===== src/rtl/wrpre_pkg.sv =====
`timescale 1ns/1ps
package wrpre_pkg;

    typedef enum logic [2:0] {
        CMD_NOP    = 3'd0,
        CMD_WRITE  = 3'd1,
        CMD_PRE    = 3'd2,
        CMD_PREALL = 3'd3,
        CMD_ACT    = 3'd4
    } cmd_e;

endpackage


===== src/rtl/wrpre_bank.sv =====
`timescale 1ns/1ps
module wrpre_bank #(
    parameter int CNT_W = 6
) (
    input  logic             clk,
    input  logic             rst_n,
    input  logic [CNT_W-1:0] wr_load,
    input  logic [CNT_W-1:0] rp_load,
    input  logic             wr_hit,
    input  logic             wr_auto,
    input  logic             pre_hit,
    output logic             wr_clear,
    output logic             rp_clear,
    output logic             ap_pend,
    output logic             busy
);

    typedef struct packed {
        logic [CNT_W-1:0] wr;
        logic [CNT_W-1:0] rp;
        logic             ap;
    } bank_st_t;

    bank_st_t st_d, st_q;
    logic     fire_auto;

    always_comb begin
        st_d      = st_q;
        fire_auto = st_q.ap && (st_q.wr == '0);

        if (wr_hit) begin
            st_d.wr = wr_load;
            st_d.ap = wr_auto;
        end else if (st_q.wr != '0) begin
            st_d.wr = st_q.wr - CNT_W'(1);
        end

        if (pre_hit || fire_auto) begin
            st_d.rp = rp_load;
            st_d.ap = 1'b0;
        end else if (st_q.rp != '0) begin
            st_d.rp = st_q.rp - CNT_W'(1);
        end
    end

    always_ff @(posedge clk) begin
        if (!rst_n) begin
            st_q <= '0;
        end else begin
            st_q <= st_d;
        end
    end

    assign wr_clear = (st_q.wr == '0);
    assign rp_clear = (st_q.rp == '0);
    assign ap_pend  = st_q.ap;
    assign busy     = !wr_clear || !rp_clear || st_q.ap;

    // a pending self-precharge never overlaps a running row-precharge count
    assert_ap_no_rp_R7: assert property (@(posedge clk) disable iff (!rst_n)
        st_q.ap |-> (st_q.rp == '0))
        else $error("self-precharge pending while precharge count runs");

    // self-precharge firing starts the row-precharge count
    assert_auto_fire_R7: assert property (@(posedge clk) disable iff (!rst_n)
        (st_q.ap && (st_q.wr == '0) && (rp_load != '0)) |=> !rp_clear)
        else $error("self-precharge did not start precharge count");

endmodule


===== src/rtl/wrpre_gate.sv =====
`timescale 1ns/1ps
module wrpre_gate
    import wrpre_pkg::*;
#(
    parameter int NB = 8,
    localparam int BW = $clog2(NB)
) (
    input  logic [2:0]    req_cmd,
    input  logic [BW-1:0] req_bank,
    input  logic [NB-1:0] wr_clear,
    input  logic [NB-1:0] rp_clear,
    input  logic [NB-1:0] ap_pend,
    output logic          ready,
    output logic          drop
);

    always_comb begin
        ready = 1'b1;
        drop  = 1'b0;
        case (req_cmd)
            CMD_WRITE: begin
                ready = rp_clear[req_bank] && !ap_pend[req_bank];
            end
            CMD_PRE: begin
                if (ap_pend[req_bank]) begin
                    drop = 1'b1;
                end else begin
                    ready = wr_clear[req_bank];
                end
            end
            CMD_PREALL: begin
                ready = &wr_clear;
            end
            CMD_ACT: begin
                ready = rp_clear[req_bank] && !ap_pend[req_bank];
            end
            default: begin
                drop = 1'b1;
            end
        endcase
    end

endmodule


===== src/rtl/wrpre_guard.sv =====
`timescale 1ns/1ps
module wrpre_guard
    import wrpre_pkg::*;
#(
    parameter int NB    = 8,
    parameter int CFG_W = 4,
    parameter int CNT_W = 6,
    localparam int BW   = $clog2(NB)
) (
    input  logic             clk,
    input  logic             rst_n,
    input  logic [CFG_W-1:0] cfg_cl,
    input  logic [CFG_W-1:0] cfg_al,
    input  logic [CFG_W-1:0] cfg_twr,
    input  logic [CFG_W-1:0] cfg_trp,
    input  logic             req_valid,
    input  logic [2:0]       req_cmd,
    input  logic [BW-1:0]    req_bank,
    input  logic             req_a10,
    output logic             req_ready,
    output logic [2:0]       out_cmd,
    output logic [BW-1:0]    out_bank,
    output logic             out_a10,
    output logic [NB-1:0]    bank_busy
);

    typedef struct packed {
        logic [2:0]    cmd;
        logic [BW-1:0] bank;
        logic          a10;
    } out_st_t;

    out_st_t          out_d, out_q;
    logic             grant, drop;
    logic [CNT_W-1:0] wr_load, rp_load;
    logic [NB-1:0]    wr_hit, pre_hit, wr_clear, rp_clear, ap_pend;

    // recovery starts at the edge after the last pair: (AL+CL-1) + 2 + tWR, minus the grant cycle
    assign wr_load = CNT_W'(cfg_cl) + CNT_W'(cfg_al) + CNT_W'(cfg_twr);
    assign rp_load = (cfg_trp == '0) ? '0 : (CNT_W'(cfg_trp) - CNT_W'(1));

    wrpre_gate #(.NB(NB)) u_gate (
        .req_cmd  (req_cmd),
        .req_bank (req_bank),
        .wr_clear (wr_clear),
        .rp_clear (rp_clear),
        .ap_pend  (ap_pend),
        .ready    (req_ready),
        .drop     (drop)
    );

    assign grant = req_valid && req_ready;

    for (genvar g = 0; g < NB; g++) begin : g_bank
        assign wr_hit[g]  = grant && (req_cmd == CMD_WRITE) && (req_bank == BW'(g));
        assign pre_hit[g] = grant && !drop &&
                            (((req_cmd == CMD_PRE) && (req_bank == BW'(g))) ||
                             (req_cmd == CMD_PREALL));

        wrpre_bank #(.CNT_W(CNT_W)) u_bank (
            .clk      (clk),
            .rst_n    (rst_n),
            .wr_load  (wr_load),
            .rp_load  (rp_load),
            .wr_hit   (wr_hit[g]),
            .wr_auto  (req_a10),
            .pre_hit  (pre_hit[g]),
            .wr_clear (wr_clear[g]),
            .rp_clear (rp_clear[g]),
            .ap_pend  (ap_pend[g]),
            .busy     (bank_busy[g])
        );
    end

    always_comb begin
        out_d = '0;
        if (grant) begin
            out_d.cmd  = drop ? 3'(CMD_NOP) : req_cmd;
            out_d.bank = req_bank;
            out_d.a10  = req_a10;
        end
    end

    always_ff @(posedge clk) begin
        if (!rst_n) begin
            out_q <= '0;
        end else begin
            out_q <= out_d;
        end
    end

    assign out_cmd  = out_q.cmd;
    assign out_bank = out_q.bank;
    assign out_a10  = out_q.a10;

    // no grant means NOP on the bus next cycle
    assert_idle_nop_R2: assert property (@(posedge clk) disable iff (!rst_n)
        !grant |=> (out_cmd == 3'(CMD_NOP)))
        else $error("command driven without grant");

    // precharge only after the bank's write recovery ended
    assert_pre_after_wr_R3: assert property (@(posedge clk) disable iff (!rst_n)
        (grant && (req_cmd == CMD_PRE) && !ap_pend[req_bank]) |-> wr_clear[req_bank])
        else $error("precharge inside write recovery");

    // precharge-all only when no bank is recovering
    assert_preall_R5: assert property (@(posedge clk) disable iff (!rst_n)
        (grant && (req_cmd == CMD_PREALL)) |-> (&wr_clear))
        else $error("precharge-all inside write recovery");

    // activate only after row precharge time
    assert_act_after_rp_R6: assert property (@(posedge clk) disable iff (!rst_n)
        (grant && (req_cmd == CMD_ACT)) |-> (rp_clear[req_bank] && !ap_pend[req_bank]))
        else $error("activate inside row precharge time");

    // a precharge to a self-precharging bank leaves the bus idle
    assert_drop_pre_R8: assert property (@(posedge clk) disable iff (!rst_n)
        (grant && (req_cmd == CMD_PRE) && ap_pend[req_bank]) |=> (out_cmd == 3'(CMD_NOP)))
        else $error("rejected precharge reached the bus");

endmodule


===== config.mk =====
export PLATFORM = sky130hd
export DESIGN_NAME = wrpre_guard
export DESIGN_NICKNAME = d
export VERILOG_FILES = /design/src/rtl/wrpre_pkg.sv /design/src/rtl/wrpre_bank.sv /design/src/rtl/wrpre_gate.sv /design/src/rtl/wrpre_guard.sv
export SDC_FILE = /design/constraint.sdc
export NUM_CORES = 1
export LEC_CHECK = 0
export BUFFER_PORTS_ARGS = -buffer_cell sky130_fd_sc_hd__buf_2
export CAP_MARGIN = 20
export CELL_PAD_IN_SITES_DETAIL_PLACEMENT = 1
export CELL_PAD_IN_SITES_GLOBAL_PLACEMENT = 1
export CORE_MARGIN = 2
export CORE_UTILIZATION = 51
export DETAILED_ROUTE_END_ITERATION = 16
export MAX_ROUTING_LAYER = met4
export PLACE_DENSITY = 0.83
export SETUP_SLACK_MARGIN = 0.1
export SYNTH_ARGS = -nofsm -noshare
export SYNTH_HDL_FRONTEND = slang
export SYNTH_SLANG_ARGS = --single-unit

===== constraint.sdc =====
create_clock -name clk -period 7 [get_ports clk]
set_clock_uncertainty 0.2 [all_clocks]
set_input_delay 0.7 -clock clk [delete_from_list [all_inputs] [get_ports clk]]
set_output_delay 0.7 -clock clk [all_outputs]
set_load 0.005 [all_outputs]

After elaboration in Yosys (flattened, before gate mapping)
Index checks and enable logic that the tools add are counted.

word-level totals
  register bits = 111
  output and inout port bits = 16
  word-level logic and storage cells = 252

cells by class
  reduce and logical (&&, ||, !) cells = 149
  multiplexer cells = 43
  $add $sub $neg = 19
  order comparisons = 1
  eq/ne operators = 11
  bitwise operators = 2

operator list
  kind                   number
  $mux W6                33
  $logic_not A6 Y1       16
  $reduce_bool A6 Y1     16
  $sub A6 B1 Y6 const B  16
  $logic_and A1 B1 Y1    36
  $logic_or A1 B1 Y1     32
  $reduce_bool A2 Y1     16
  $logic_not A1 Y1       18
  $reduce_or A2 Y1       9
  $eq A3 B3 Y1 const B   5
  $eq A3 B2 Y1 const B   4
  $bmux W1 S3            3
  $reduce_and A8 Y1      1
  $add A5 B4 Y6          1
  $eq A3 B1 Y1 const B   2
  $reduce_or A3 Y1       2
  $add A4 B4 Y5          1
  $mux W1                5
  $sub A4 B1 Y5 const B  1
  $logic_not A4 Y1       1
  $lt A3 B4 Y1 const B   1
  $logic_not A3 Y1       1
  $pmux W1 S3            1
  $not A1 Y1             2
  other kinds (2)        2

Logic depth before layout (Yosys ltp)
  word-level depth = 10
  gate-level depth with buffers = 11
  depth with buffers taken out = 9

Cells and area by module
A second synthesis with hierarchy kept.

unflattened totals
  cells, all modules = 806
  area, all modules = 7278.2 um^2

by module, submodules not included
  module       area each (um^2)  cells an instance  sequential area each (um^2)  times used
  wrpre_bank   789.5             87                 260.2                        8
  wrpre_guard  684.4             86                 140.1                        1
  wrpre_gate   277.8             24                 0.0                          1

Worst setup path before layout
Ideal clock, no wire load.

  kind = register -> output
  from = register g_bank[1].u_bank.st_q[7] in the netlist's numbering
  to = output port req_ready
  arrival = 2.499 ns
  data required time = 6.100 ns
  buffers on the path = 2
  path slack = 3.601 ns
  cell stages (with the launch flop) = 11
  cells stage by stage = dfxtp_1 -> inv_1 -> ha_1 -> or3b_1 -> or3_1 -> buf_2 -> or4_4 -> o31ai_2 -> a211oi_2 -> buf_6 -> inv_1

between the ends
  longest elaborated chain between the ends = 5
  elaborated cells on any way between the ends = 6
  those cells by class = mux (4); reduce/logical (2)

ends and longest elaborated chain
  element                        RTL line           source
  start: declaration             wrpre_bank.sv:24   bank_st_t st_d, st_q;
  start signal: assignment       wrpre_bank.sv:50   st_q <= st_d;
  $logic_not A6 Y1 (*)           wrpre_bank.sv:54   assign wr_clear = (st_q.wr == '0);
  $bmux W1 S3                    wrpre_gate.sv:28   ready = wr_clear[req_bank];
  $mux W1 (implied by the code)  wrpre_gate.sv:28
  $mux W1                        wrpre_gate.sv:25   if (ap_pend[req_bank]) begin
  $pmux W1 S3 (*)                wrpre_gate.sv:20   case (req_cmd)
  end: declaration               wrpre_guard.sv:20  output logic req_ready,

Every way passes the cells marked *; elsewhere a longest branch is shown, timed or not. The select of a mux whose other input is x is not followed.

Final worst setup path
Same ends and word-level chain as after synthesis.

==> impl_metrics.ini <==
[clock_network]
clk_latency_ns = 0.37
cts_buffer_depth = 2
path_clk_slew_ns = 0.08
clock_sinks = 111
postCtsHoldBufs = 0
cts_resized = 0
cts_setup_buffers = 0
h-tree-depth = 3
cts_buffers = 9
clockRootBuffer = clkbuf_16
cts_tree = yes

[final_layout]
fillers = 1558
final_nets = 856
layout-drive-gt1-share_pct = 10.3
multi_input_area_sq_um = 4080
fin_cells = 977
syn_to_final_growth_pct = 9.35
area.sequential_sq_um = 2220

[floorplanning]
die-height_microns = 119
coreArea_sq_um = 12700
fp-row-count = 41
io_pins = 42
initial_core_util_pct = 52.6
fp.dieW_microns = 119
dieArea_sq_um = 14100

[synthesis]
syn_avg_cell_area_sq_um = 8.58
netlist_instances = 780
ys_seq_area_share_pct = 33.2
synth.distinct_cells = 65
syn_nets = 838
synth_compound_area_share_pct = 11.2
synthSimpleGateAreaFrac_pct = 23.4
synth_top_area_share_pct = 33.2
synth_top_family_by_area = simple AND/OR/NAND/NOR gates
synthAdderAreaFrac_pct = 6.54
yosysWarnings = 0
synth_area_sq_um = 6690
synth_edf_count = 0
synth-xor-area-share_pct = 7.98
ys.flop_type = dfxtp_1
yosys.area.top_type = dfxtp_1
synthMuxAreaShare_pct = 11.9
ys_ff_latch = 111
synth.area.top_cells = dfxtp_1 33%, mux2i_1 11%, ha_1 5.0%
async_flop_share_pct = 0

[run]
drv_cap = 0

[critical_path]
r2r_start = g_bank[1].u_bank.st_q[7]$_SDFFE_PN0P_
timing.setup.critical_path_class = reg -> out
cp.required_ns = 6.10
r2r-end = g_bank[0].u_bank.st_q[1]$_SDFFE_PN0P_
end_kind = output port
path_max_fanout = 18
rrSetupSlack_ns = 3.34
startpoint_type = register
worst-r2r-cell-count = 10
cp.arrival_ns = 3.23

[timing]
tns_ns = 0
relSlewSlack_pct = 28.8
fin_crit_sh_pct = 59.0
slew_viol_final = 0
hold_viol = 0
worst_slew_pin_slew_ns = 1.06
rsz0062_at_grt = false
finalSetupViolCount = 0
fmax_mhz = 242
fin_crit_ns = 4.13

[route]
drtIter0Drc = 345
drc = 0
vias = 5807
wl_per_cell_microns = 19.6
wl_microns = 19100
drtAntennaViolNets = 0
first_pass_iters = 5
vias_per_cell = 5.94

[grt]
antenna_found_initial = 1
grt_pass1_wl_microns = 31500
grt_max_degree = 57
grt.total_usage_pct = 28.7
grt_pass1_vias = 6156
grt-ovfl-total = 0

[min_path]
holdPathEnd = g_bank[6].u_bank.st_q[5]$_SDFFE_PN0P_
min_from = g_bank[6].u_bank.st_q[5]$_SDFFE_PN0P_
hold_class = reg -> reg
hold_depth = 2

[placed_design]
port_buffers = 41
placed_cells = 958
hpwl_microns = 13600
gp_congestion = 0.946

[pwr]
ir_drop_mv = 0.219
power_uw = 3510
p_per_area_nw_per_um2 = 480
leakagePower_uw = 0.00300

[run_status]
status = completed
[per-layer routing]
layer  vias up  wire, microns  track usage [%]
met5         -              0                -
met4         0            304             8.48
met3        25            589             3.57
met2       103           9870             50.0
met1      2920           8360             34.7
li1       2759              -                -
[cell type report]
class / instances / share of cell area [%]
Clock inverter: 6 / 1.47
Tap cell: 172 / 2.94
Inverter: 51 / 2.62
Multi-Input combinational cell: 577 / 55.8
Timing Repair Buffer: 48 / 3.49
Sequential cell: 111 / 30.4
Antenna cell: 2 / 0.0684
Clock buffer: 10 / 3.26
[cells in the mapped netlist (10+ instances only)]
cell and count:
ha_1 27, xnor2_1 35, nor3_1 37, and3_1 10
mux2i_1 73, inv_1 50, a21oi_1 16, clkbuf_1 24
o211ai_1 19, dfxtp_1 111, nor2_1 39, or3_1 20
o21ai_0 18, nand2b_1 15, nand2_1 76, nor3b_1 13
nand3_1 53, xor2_1 26
[power by group]
part / total, uW / switching, uW / internal [uW] / leakage (uW)
Sequential: 1080 / 206 / 870 / 0.000915
Clock: 608 / 249 / 359 / 0.000168
Combinational: 1830 / 1060 / 762 / 0.00192
[cell families (layout without fill, tap and decap cells)]
kind of cell / after synthesis / after routing
AND/OR/NAND/NOR: 305 / 305
flip-flops: 111 / 111
AO/OA/AOI/OAI: 103 / 103
buffers and inverters: 92 / 115
multiplexers: 76 / 76
XOR/XNOR: 61 / 61
adder cells (fa/ha/maj): 32 / 32
other: 0 / 2
[cells in the final DEF (no fill, tap or decap), types with 3 or more instances in the layout]
cell type,instances
and3_1,10
a21o_1,5
mux2i_1,73
buf_4,6
o21a_1,3
ha_1,27
nor2_1,39
nor3b_1,13
nand4_1,4
clkbuf_16,9
dfxtp_1,111
o21ai_0,18
a21oi_1,16
inv_1,50
or2_2,4
a31oi_1,4
buf_2,41
a41oi_1,3
and2_1,6
or3_1,20
nand3b_1,5
o2bb2ai_1,4
o211ai_1,19
xnor2_1,35
nor2b_1,7
nand3_1,53
nor4_1,3
o22ai_1,4
xor2_1,26
nand2b_1,15
mux4_2,3
fa_1,5
bufinv_16,3
nand2_1,76
nor3_1,37
[per-stage QoR]
stage | setup slack, ns | utilization (%) | hold slack, ns | cell area, sq um
2_1_floorplan | 3.60 | - | 0.245 | 6690
6_report | 2.87 | 57.5 | 0.322 | 7320
3_5_place_dp | 3.12 | 54.7 | 0.267 | 6960
3_3_place_gp | 3.23 | 54.7 | 0.260 | 6960
4_1_cts | 2.91 | 57.5 | 0.316 | 7310
5_1_grt | 2.80 | 57.5 | 0.338 | 7320
[how the worst max path moves through the flow]
stage	from	endpoint	slack (ns)	depth (start not counted)
floorplan	g_bank[1].u_bank.st_q[7]$_SDFFE_PN0P_	req_ready	3.60	10
finish	g_bank[1].u_bank.st_q[7]$_SDFFE_PN0P_	req_ready	2.87	10
global route	g_bank[6].u_bank.st_q[7]$_SDFFE_PN0P_	req_ready	2.80	10
CTS	g_bank[1].u_bank.st_q[7]$_SDFFE_PN0P_	req_ready	2.91	10
detailed placement	req_bank[2]	g_bank[2].u_bank.st_q[7]$_SDFFE_PN0P_	3.12	7
global placement	req_bank[2]	req_ready	3.23	9
[sequential cells by signal, summed over array words and instances (netlist names)]
signal / cells
g_bank.u_bank.st_q: 96
out_cmd: 3
out_bank: 3
g_bank.u_bank.ap_pend: 8
out_a10: 1
[worst max-delay path, stage by stage (launching register included)]
cell and delay [ns]:
dfxtp_1 0.32, inv_1 0.08, ha_1 0.18, or3b_1 0.40
or3_1 0.51, or4_4 0.58, o31ai_2 0.28, a211oi_2 0.08
buf_4 0.24, inv_1 0.09, buf_2 0.10
(Power assumes the default switching activity.)
